--- config.mk ---
export PLATFORM = sky130hd
export DESIGN_NAME = qdac_ctrl_core
export DESIGN_NICKNAME = d
export VERILOG_FILES = /design/src/rtl/qdac_pkg.sv /design/src/rtl/qdac_frame.sv /design/src/rtl/qdac_chan.sv /design/src/rtl/qdac_status.sv /design/src/rtl/qdac_ctrl_core.sv
export SDC_FILE = /design/constraint.sdc
export NUM_CORES = 1
export LEC_CHECK = 0
export ABC_AREA = 1
export BUFFER_PORTS_ARGS = -buffer_cell sky130_fd_sc_hd__buf_2
export CAP_MARGIN = 20
export CORE_MARGIN = 10
export CORE_UTILIZATION = 45
export CTS_CLUSTER_SIZE = 12
export DETAILED_ROUTE_END_ITERATION = 8
export PLACE_DENSITY = 0.65
export SYNTH_ARGS = -nofsm -noshare
export SYNTH_HDL_FRONTEND = slang
export SYNTH_HIERARCHICAL = 1
export SYNTH_SLANG_ARGS = --single-unit
--- constraint.sdc ---
create_clock -name clk -period 3.9 [get_ports clk]
set_clock_uncertainty 0.15 [all_clocks]
set_input_delay 0.585 -clock clk [delete_from_list [all_inputs] [get_ports clk]]
set_output_delay 0.585 -clock clk [all_outputs]
set_load 0.03 [all_outputs]
--- src/rtl/qdac_pkg.sv ---
package qdac_pkg;

   typedef enum logic [3:0] {
      OP_WR_CODE      = 4'b0000,
      OP_WR_SPAN      = 4'b0001,
      OP_XFER         = 4'b0010,
      OP_WR_CODE_XFER = 4'b0011,
      OP_WR_SPAN_XFER = 4'b0100,
      OP_SLEEP        = 4'b1110
   } op_e;

   typedef struct packed {
      logic known;
      logic wr_code;
      logic wr_span;
      logic xfer;
      logic sleep;
   } ctl_t;

   function automatic ctl_t decode_op(input logic [3:0] code);
      ctl_t c;
      c = '0;
      case (code)
         OP_WR_CODE:      begin c.known = 1'b1; c.wr_code = 1'b1; end
         OP_WR_SPAN:      begin c.known = 1'b1; c.wr_span = 1'b1; end
         OP_XFER:         begin c.known = 1'b1; c.xfer = 1'b1; end
         OP_WR_CODE_XFER: begin c.known = 1'b1; c.wr_code = 1'b1; c.xfer = 1'b1; end
         OP_WR_SPAN_XFER: begin c.known = 1'b1; c.wr_span = 1'b1; c.xfer = 1'b1; end
         OP_SLEEP:        begin c.known = 1'b1; c.sleep = 1'b1; end
         default:         c = '0;
      endcase
      return c;
   endfunction

endpackage

--- src/rtl/qdac_frame.sv ---
module qdac_frame
   import qdac_pkg::*;
#(
   parameter int N_CH     = 4,
   parameter int ADDR_W   = 4,
   parameter int CODE_W   = 14,
   parameter int SPAN_W   = 4,
   parameter int ALL_ADDR = 15
) (
   input  logic              clk,
   input  logic              clr_all_n,
   input  logic              ld_n,
   input  logic [3:0]        cmd,
   input  logic [ADDR_W-1:0] addr,
   input  logic [CODE_W-1:0] din_code,
   input  logic [SPAN_W-1:0] din_span,
   output logic              exec,
   output ctl_t              ctl,
   output logic [N_CH-1:0]   mask,
   output logic [CODE_W-1:0] code_q,
   output logic [SPAN_W-1:0] span_q
);

   logic              ld_q;
   logic              armed;
   logic [3:0]        cmd_q;
   logic [ADDR_W-1:0] addr_q;

   // ld_q clears to 0 so a strobe still low after a clear never opens a frame
   always_ff @(posedge clk or negedge clr_all_n) begin
      if (!clr_all_n) begin
         ld_q   <= 1'b0;
         armed  <= 1'b0;
         cmd_q  <= '0;
         addr_q <= '0;
         code_q <= '0;
         span_q <= '0;
      end else begin
         ld_q <= ld_n;
         if (ld_q && !ld_n)
            armed <= 1'b1;
         else if (exec)
            armed <= 1'b0;
         if (!ld_n) begin
            cmd_q  <= cmd;
            addr_q <= addr;
            code_q <= din_code;
            span_q <= din_span;
         end
      end
   end

   assign exec = ld_n && !ld_q && armed;
   assign ctl  = exec ? decode_op(cmd_q) : '0;

   for (genvar g = 0; g < N_CH; g++) begin : g_mask
      assign mask[g] = (int'(addr_q) == ALL_ADDR) || (int'(addr_q) == g);
   end

   // a command only runs on a rising strobe that closed an open frame
   assert_exec_closes_frame_R2: assert property (@(posedge clk) disable iff (!clr_all_n)
      exec |-> $past(!ld_n));

endmodule

--- src/rtl/qdac_chan.sv ---
module qdac_chan #(
   parameter int CODE_W = 14,
   parameter int SPAN_W = 4
) (
   input  logic              clk,
   input  logic              rst_n,
   input  logic              clr_all_n,
   input  logic              sel,
   input  logic              wr_code,
   input  logic              wr_span,
   input  logic              xfer,
   input  logic              sleep_set,
   input  logic              ldac,
   input  logic [CODE_W-1:0] din_code,
   input  logic [SPAN_W-1:0] din_span,
   output logic [SPAN_W-1:0] b1_span,
   output logic [CODE_W-1:0] code,
   output logic [SPAN_W-1:0] span,
   output logic              sleep
);

   logic [CODE_W-1:0] b1_code;
   logic [CODE_W-1:0] nxt_code;
   logic [SPAN_W-1:0] nxt_span;
   logic              do_xfer;

   assign do_xfer  = sel && xfer;
   assign nxt_code = (sel && wr_code) ? din_code : b1_code;
   assign nxt_span = (sel && wr_span) ? din_span : b1_span;

   // input buffer: only power-up reset clears it
   always_ff @(posedge clk or negedge rst_n) begin
      if (!rst_n) begin
         b1_code <= '0;
         b1_span <= '0;
      end else begin
         b1_code <= nxt_code;
         b1_span <= nxt_span;
      end
   end

   // active buffer: cleared by power-up reset and by system clear
   always_ff @(posedge clk or negedge clr_all_n) begin
      if (!clr_all_n) begin
         code <= '0;
         span <= '0;
      end else if (do_xfer) begin
         code <= nxt_code;
         span <= nxt_span;
      end else if (ldac) begin
         code <= b1_code;
         span <= b1_span;
      end
   end

   always_ff @(posedge clk or negedge rst_n) begin
      if (!rst_n)
         sleep <= 1'b0;
      else if (sel && sleep_set)
         sleep <= 1'b1;
      else if (do_xfer || ldac)
         sleep <= 1'b0;
   end

   assert_clear_zero_R5: assert property (@(posedge clk) disable iff (!rst_n)
      !clr_all_n |-> (code == '0 && span == '0));

   assert_input_kept_R5: assert property (@(posedge clk) disable iff (!rst_n)
      !clr_all_n |=> $stable(b1_code));

   assert_sleep_set_R9: assert property (@(posedge clk) disable iff (!rst_n)
      (sel && sleep_set) |=> sleep);

   assert_wake_R9: assert property (@(posedge clk) disable iff (!rst_n)
      (sel && xfer) |=> !sleep);

endmodule

--- src/rtl/qdac_status.sv ---
module qdac_status #(
   parameter int N_CH          = 4,
   parameter int SPAN_W        = 4,
   parameter int RB_W          = 8,
   parameter bit RB_FROM_INPUT = 1'b0
) (
   input  logic [N_CH-1:0]        sleep,
   input  logic [N_CH*SPAN_W-1:0] span_act,
   input  logic [N_CH*SPAN_W-1:0] span_in,
   input  logic [$clog2(N_CH)-1:0] rb_sel,
   output logic [N_CH/2-1:0]      amp_en,
   output logic [RB_W-1:0]        rb_word
);

   localparam int N_PAIR = N_CH / 2;

   logic [N_CH*SPAN_W-1:0] span_src;
   logic [SPAN_W-1:0]      span_pick;

   for (genvar p = 0; p < N_PAIR; p++) begin : g_pair
      assign amp_en[p] = !(sleep[2*p] && sleep[2*p+1]);
   end

   if (RB_FROM_INPUT) begin : g_rb_in
      assign span_src = span_in;
   end else begin : g_rb_act
      assign span_src = span_act;
   end

   assign span_pick = span_src[rb_sel*SPAN_W +: SPAN_W];

   always_comb begin
      rb_word              = '0;
      rb_word[SPAN_W-1:0]  = span_pick;
      rb_word[SPAN_W]      = sleep[rb_sel];
   end

endmodule

--- src/rtl/qdac_ctrl_core.sv ---
module qdac_ctrl_core
   import qdac_pkg::*;
#(
   parameter int N_CH          = 4,
   parameter int ADDR_W        = 4,
   parameter int CODE_W        = 14,
   parameter int SPAN_W        = 4,
   parameter int RB_W          = 8,
   parameter int ALL_ADDR      = 15,
   parameter bit RB_FROM_INPUT = 1'b0
) (
   input  logic                     clk,
   input  logic                     rst_n,
   input  logic                     clr_n,
   input  logic                     vdd_low,
   input  logic                     ld_n,
   input  logic [3:0]               cmd,
   input  logic [ADDR_W-1:0]        addr,
   input  logic [CODE_W-1:0]        din_code,
   input  logic [SPAN_W-1:0]        din_span,
   input  logic                     ldac_n,
   input  logic [$clog2(N_CH)-1:0]  rb_sel,
   output logic [N_CH*CODE_W-1:0]   code_out,
   output logic [N_CH*SPAN_W-1:0]   span_out,
   output logic [N_CH-1:0]          sleep_o,
   output logic [N_CH/2-1:0]        amp_en,
   output logic                     flag_n,
   output logic [RB_W-1:0]          rb_word
);

   localparam int N_PAIR = N_CH / 2;

   if (N_CH % 2 != 0) begin : g_bad_nch
      $error("channel count must be even for paired amplifiers");
   end
   if (RB_W < SPAN_W + 1) begin : g_bad_rbw
      $error("readback word too narrow for span and sleep bit");
   end
   if (ALL_ADDR < N_CH || ALL_ADDR >= (1 << ADDR_W)) begin : g_bad_all
      $error("broadcast address must lie above the channel range");
   end

   logic              clr_all_n;
   logic              exec;
   ctl_t              ctl;
   logic [N_CH-1:0]   mask;
   logic [CODE_W-1:0] code_q;
   logic [SPAN_W-1:0] span_q;
   logic [N_CH*SPAN_W-1:0] span_in;
   logic              upd_any;

   assign clr_all_n = rst_n && clr_n;

   qdac_frame #(
      .N_CH(N_CH), .ADDR_W(ADDR_W), .CODE_W(CODE_W),
      .SPAN_W(SPAN_W), .ALL_ADDR(ALL_ADDR)
   ) frame_i (
      .clk(clk), .clr_all_n(clr_all_n), .ld_n(ld_n), .cmd(cmd),
      .addr(addr), .din_code(din_code), .din_span(din_span),
      .exec(exec), .ctl(ctl), .mask(mask), .code_q(code_q), .span_q(span_q)
   );

   for (genvar c = 0; c < N_CH; c++) begin : g_chan
      qdac_chan #(.CODE_W(CODE_W), .SPAN_W(SPAN_W)) chan_i (
         .clk(clk), .rst_n(rst_n), .clr_all_n(clr_all_n),
         .sel(mask[c]), .wr_code(ctl.wr_code), .wr_span(ctl.wr_span),
         .xfer(ctl.xfer), .sleep_set(ctl.sleep), .ldac(!ldac_n),
         .din_code(code_q), .din_span(span_q),
         .b1_span(span_in[c*SPAN_W +: SPAN_W]),
         .code(code_out[c*CODE_W +: CODE_W]),
         .span(span_out[c*SPAN_W +: SPAN_W]),
         .sleep(sleep_o[c])
      );
   end

   qdac_status #(
      .N_CH(N_CH), .SPAN_W(SPAN_W), .RB_W(RB_W), .RB_FROM_INPUT(RB_FROM_INPUT)
   ) status_i (
      .sleep(sleep_o), .span_act(span_out), .span_in(span_in),
      .rb_sel(rb_sel), .amp_en(amp_en), .rb_word(rb_word)
   );

   assign upd_any = (exec && ctl.xfer) || !ldac_n;

   always_ff @(posedge clk or negedge clr_all_n) begin
      if (!clr_all_n)
         flag_n <= 1'b0;
      else if (vdd_low)
         flag_n <= 1'b0;
      else if (upd_any)
         flag_n <= 1'b1;
   end

   assert_flag_release_R8: assert property (@(posedge clk) disable iff (!clr_all_n)
      $rose(flag_n) |-> $past(upd_any));

   assert_unknown_quiet_R12: assert property (@(posedge clk) disable iff (!rst_n)
      (exec && !ctl.known && ldac_n) |=>
         (!clr_n || ($stable(code_out) && $stable(span_out) && $stable(sleep_o))));

   for (genvar p = 0; p < N_PAIR; p++) begin : g_amp_chk
      assert_amp_off_after_sleep_R10: assert property (@(posedge clk) disable iff (!rst_n)
         $fell(amp_en[p]) |-> $past(exec && ctl.sleep));
   end

endmodule

==> qor.csv, run 1 <==
stage;metric;value;unit
detailed_routing;Initial DRC Count;610;
cts;cts bufs inserted;17;
cts;Reg clk slew, reported paths;0.06;ns
synthesis;Post-Syn Area;0.00831;mm^2
floorplan;die height;156;um
detailed_routing;DR vias;7136;
flow_run;Max-Cap Viols;0;
floorplan;# IOs;121;
power_and_ir_drop;Pleak;0.00542;uW
cts;clock latency at the later pin of the worst-skew pair;0.43;ns
cts;Clock Sinks;177;
final_layout;n_diodes;0;
critical_path;startpoint class of the critical path;input port;
global_route;first-pass GRT wire length;38300;um
power_and_ir_drop;PwrDens;464;mW/mm^2
global_route;met3 GRT Util;4.60;%
sta;period utilisation layout;67.4;%
floorplan;core area;0.0181;mm^2
power_and_ir_drop;Pwr Total;4450;uW
floorplan;Site Rows;49;
power_and_ir_drop;Peak VDD IR;0.308;mV
global_route;GRT Max-Usage Layer;met2;
global_route;largest net degree at the start of global routing;63;
critical_path;crit path DAT;2.79;ns
critical_path;element type at the critical path end;register;
sta;Max Freq;381;MHz
synthesis;YS warnings;6;
global_route;GRT Overall Usage;20.2;%
cts;maximum buffer depth of the clock tree;2;
worst_hold_path;type of the worst min-delay path;in2reg;
detailed_routing;vias per std cell;4.99;
final_layout;Area growth syn-to-layout;15.3;%
sta;RSZ-0062 raised after global routing;false;
floorplan;Initial Util;46.0;%
cts;CTS resizes;0;
final_layout;share of layout cells above drive strength 1;14.6;%
critical_path;crit path kind;in2reg;
synthesis;Post-Syn Instances;1088;
placement;number of port buffers;117;
cts;Hold Buf Count CTS;1;
global_route;GRT overflow;0;
sta;Slew HR;45.8;%
global_route;antenna violations before repair;0;
cts;CTS tree;built;
cts;Setup Fix Bufs, Post-CTS;0;
global_route;met2 Use GR;32.7;%
sta;Fin Setup TNS;0;ns
floorplan;die area;0.0243;mm^2
sta;fin. max-slew vios;0;
sta;Final setup viols;0;
run_status;status;finished clean;
placement;Placer Congestion;0.840;
sta;fin crit period;2.63;ns
critical_path;CP max FO;33;
detailed_routing;drt pass-1 iters;5;
sta;final hold vios;0;
synthesis;Avg Cell Area, Syn;7.64;um^2
detailed_routing;post-route ant nets;0;
sta;worst-margin pin slew;0.813;ns
critical_path;Crit path required time;4.06;ns
detailed_routing;WL per Instance;16.9;um
floorplan;chip width;156;um
global_route;vias in the first global route;7111;
detailed_routing;Total Wirelength;24100;um
cts;CTS H-tree lvls;4;
cts;clk root buf;clkbuf_16;
final_layout;number of nets in the layout;1227;
sta;worst hold margin;0.155;ns
placement;dpl hpwl;15900;um
detailed_routing;drc violations;0;
global_route;GRT met1 Usage;25.8;%
[per-layer routing]
layer,up-vias,share of wire (%)
met5,-,0
met4,0,2.6
met3,27,6.1
met2,201,47
met1,3358,44
li1,3550,-
[report_power, final]
group	total, uW	internal, uW	switching [uW]
combinational	658	200	458
clock	1630	945	687
sequential	2160	2000	154
[final timing paths]
check	from	endpoint	slack, ns	depth (start not counted)
max	ld_n	g_chan[0].chan_i/code[2]$_DFFE_PN0P_	1.27	11
min	vdd_low	flag_n$_DFFE_PN0P_	0.16	2
max reg2reg	frame_i/addr_q[3]$_DFFE_PN0N_	g_chan[0].chan_i/code[2]$_DFFE_PN0P_	1.31	8
min reg2reg	g_chan[0].chan_i/b1_code[3]$_DFF_PN0_	g_chan[0].chan_i/b1_code[3]$_DFF_PN0_	0.35	2
max in group asynchronous	rst_n	g_chan[2].chan_i/code[8]$_DFFE_PN0P_	1.56	5
min in group asynchronous	clr_n	g_chan[1].chan_i/code[2]$_DFFE_PN0P_	0.22	3
[flip-flops by register name (all words and copies together), names as in the netlist, 4 cells and up]
register               count
frame_i/cmd_q              4
g_chan.chan_i/span        16
g_chan.chan_i/b1_span     16
g_chan.chan_i/sleep        4
frame_i/code_q            14
g_chan.chan_i/code        56
frame_i/addr_q             4
frame_i/span_q             4
g_chan.chan_i/b1_code     56
[critical path, stage by stage]
cell     delay, ns
buf_2         0.33
inv_2         0.30
nor2_2        0.18
nand2_1       0.12
nor3_1        0.17
buf_4         0.21
nand2_2       0.26
inv_2         0.33
nand2_1       0.11
nand3_1       0.10
nand2_1       0.07
[layout by cell type, fill, tap and decap left out]
cell type,n
clkbuf_16,17
dfrtp_1,177
nand4_1,1
inv_2,8
nor2_2,2
bufinv_16,1
o21a_1,20
o21ai_0,11
buf_4,12
nand2_2,8
clkinv_1,4
nor2_1,8
inv_4,1
dlygate4sd3_1,1
buf_2,116
clkinvlp_4,1
a21oi_1,2
a21oi_2,1
o211ai_1,20
clkbuf_8,5
nand2_1,506
inv_1,128
nand3_1,144
clkinv_2,4
nor3_1,1
conb_1,3
[per-stage QoR]
step | instances | setup slack, ns | utilization (%) | cell area (um^2)
global placement | 1402 | 0.945 | 49.9 | 9030
global route | 1431 | 1.05 | 53.0 | 9590
detailed placement | 1402 | 0.875 | 49.9 | 9030
CTS | 1431 | 1.29 | 53.0 | 9590
floorplan | 1090 | 0.481 | - | 8320
finish | 1431 | 1.27 | 53.0 | 9590
[final cells by class]
type / count / area [um^2]
Fill cell: 1765 / 8500
Timing Repair Buffer: 129 / 681
Multi-Input combinational cell: 727 / 3110
Inverter: 141 / 532
Clock inverter: 6 / 57.6
Tap cell: 229 / 287
Clock buffer: 22 / 494
Sequential cell: 177 / 4430
Note: power is estimated with default switching activity, not from simulation.
==> run 2, diff against run 1 <==
- PLACE_DENSITY: 0.65 -> 0.68
- clock period: 3.9 -> 2.3 ns (I/O delays scaled with it)
==> run 2 against run 1 <==
  * Sequential power rose by 69%
  * Final area rose by 3.9%
  * Via count rose by 2.6%
  * Setup slack got worse by 1.1 ns
  * Global-route usage rose by 0.11 points
  * Register-to-register slack got worse by 1.1 ns
  * Utilization rose by 2.1 points
  * Final cell count rose by 2.7%
  * Die area did not move
  * Total power rose by 69%
  * Critical endpoint is now g_chan[0].chan_i/span[1]$_DFFE_PN0P_
  * Largest cell class unchanged
==> qor.csv, run 2 (synthesis results as in run 1) <==
stage;metric;value;unit
global_route;GRT Overall Usage;20.3;%
sta;final hold vios;0;
sta;Fin Setup TNS;0;ns
sta;Final setup viols;0;
global_route;first-pass GRT wire length;38700;um
sta;RSZ-0062 raised after global routing;false;
critical_path;crit path kind;reg2reg;
sta;period utilisation layout;92.3;%
run_status;status;finished clean;
cts;CTS H-tree lvls;4;
cts;CTS tree;built;
floorplan;core area;0.0181;mm^2
final_layout;Area growth syn-to-layout;19.8;%
sta;Max Freq;471;MHz
detailed_routing;WL per Instance;16.6;um
sta;Slew HR;58.5;%
critical_path;Worst Setup SP;frame_i/cmd_q[3]$_DFFE_PN0N_;
critical_path;crit-path leading delay family;simple AND/OR/NAND/NOR gates;
critical_path;startpoint class of the critical path;register;
final_layout;Final Cell Area;0.00996;mm^2
cts;clock latency at the later pin of the worst-skew pair;0.42;ns
global_route;GRT overflow;0;
detailed_routing;post-route ant nets;0;
sta;fin crit period;2.12;ns
floorplan;chip width;156;um
placement;dpl hpwl;16700;um
flow_run;Max-Cap Viols;0;
final_layout;most frequent cells in the layout;506 x nand2_1, 177 x dfrtp_1, 144 x nand3_1, 128 x inv_1, 116 x buf_2;
detailed_routing;vias per std cell;4.99;
final_layout;biggest regs;g_chan.chan_i/b1_code: 56 flops, g_chan.chan_i/code: 56 flops;
critical_path;element type at the critical path end;register;
cts;Reg clk slew, reported paths;0.06;ns
detailed_routing;Total Wirelength;24400;um
worst_hold_path;hold path startpoint;din_span[0];
cts;clk root buf;clkbuf_16;
critical_path;Crit path required time;2.46;ns
power_and_ir_drop;Pleak;0.00559;uW
power_and_ir_drop;Peak VDD IR;0.535;mV
floorplan;Site Rows;49;
floorplan;die area;0.0243;mm^2
worst_hold_path;type of the worst min-delay path;in2reg;
placement;placed cell area;0.00916;mm^2
sta;fin worst setup slack;0.178;ns
floorplan;# IOs;121;
detailed_routing;drt pass-1 iters;5;
detailed_routing;DR vias;7324;
critical_path;Reg2Reg Launch Point;frame_i/cmd_q[3]$_DFFE_PN0N_;
cts;Clock Sinks;177;
critical_path;slowest CP cell;dfrtp_1;
final_layout;n_diodes;0;
final_layout;commonest non-fill, non-tap cell in the layout;nand2_1;
critical_path;most frequent CP cell;nand2_1;
critical_path;Bufs and invs on worst path;3;
floorplan;Initial Util;46.0;%
global_route;largest net degree at the start of global routing;69;
final_layout;share of layout cells above drive strength 1;15.6;%
placement;Place WS;0.0169;ns
final_layout;number of nets in the layout;1265;
critical_path;crit path DAT;2.29;ns
placement;Placer Congestion;0.873;
global_route;vias in the first global route;7209;
sta;worst-margin pin slew;0.623;ns
detailed_routing;drc violations;0;
sta;worst hold margin;0.0104;ns
critical_path;CP peak stage delay;0.41;ns
cts;maximum buffer depth of the clock tree;2;
global_route;antenna violations before repair;0;
sta;fin. max-slew vios;0;
placement;number of port buffers;117;
power_and_ir_drop;Pwr Total;7500;uW
cts;cts bufs inserted;17;
detailed_routing;Initial DRC Count;565;
critical_path;worst path cell trace;nor2_1 -> nand2_1 -> a21oi_1 -> buf_4 -> nand2_2 -> buf_4 -> nand3_1 -> nand2_1 -> inv_1 -> nand2_1;
power_and_ir_drop;PwrDens;753;mW/mm^2
critical_path;CP max FO;21;
floorplan;die height;156;um
[run 2: cell count changes in the layout (fill, tap and decap cells not counted), sizes merged]
cell,change
buf,+16
inv,-1
dlygate4sd3,+22
clkbuf,-1
clkinv,-1
clkinvlp,+3
[run 2: power breakdown]
group | total [uW] | switching (uW) | internal, uW
logic | 1170 | 792 | 379
clock network | 2680 | 1140 | 1540
registers | 3650 | 256 | 3400
[run 2: path summary, 6_finish.rpt]
check                                                        endpoint  slack [ns]  depth (start not counted)
worst max-delay path             g_chan[0].chan_i/span[1]$_DFFE_PN0P_        0.18                         10
worst min-delay path                    frame_i/span_q[0]$_DFFE_PN0N_        0.01                          3
worst max register to register   g_chan[0].chan_i/span[1]$_DFFE_PN0P_        0.18                         10
worst min register to register  g_chan[0].chan_i/b1_code[3]$_DFF_PN0_        0.34                          2
max in group asynchronous        g_chan[3].chan_i/code[0]$_DFFE_PN0P_        0.90                          5
min in group asynchronous       g_chan[0].chan_i/b1_span[2]$_DFF_PN0_        0.20                          2
[run 2: metal layers]
| layer | wire [um] | GRT usage [%] |
|---|---|---|
| met1 | 10700 | 26.3 |
| met2 | 11500 | 32.6 |
| met3 | 1740 | 5.73 |
| met4 | 433 | 5.62 |
| met5 | 0 | 0 |
[run 2: tightest hold or removal path: stages]
cell,delay [ns]
buf_2,0.10
nand2_1,0.05
nand2_1,0.05
[run 2: repair_timing]
item | 4_1_cts | 5_1_grt
hold endpoints to repair | 174 | 0
hold buffers | 23 | 0
buffers inserted | 0 | 2
endpoints found under the setup margin | 0 | 42
resized for setup | 0 | 3
[run 2: metrics by stage]
stage / util, % / cells
after floorplan: - / 1090
after global placement: 50.6 / 1416
after detailed placement: 50.6 / 1416
after CTS: 54.9 / 1467
after global routing: 55.1 / 1469
final: 55.1 / 1469
[run 2: layout make-up]
| class | count | area (um^2) |
|---|---|---|
| timing repair buffer | 167 | 1060 |
| fill | 1698 | 8120 |
| sequential | 177 | 4430 |
| tap | 229 | 287 |
| multi-input combinational | 727 | 3110 |
| clock inverter | 7 | 62.6 |
| inverter | 141 | 541 |
| clock buffer | 21 | 470 |
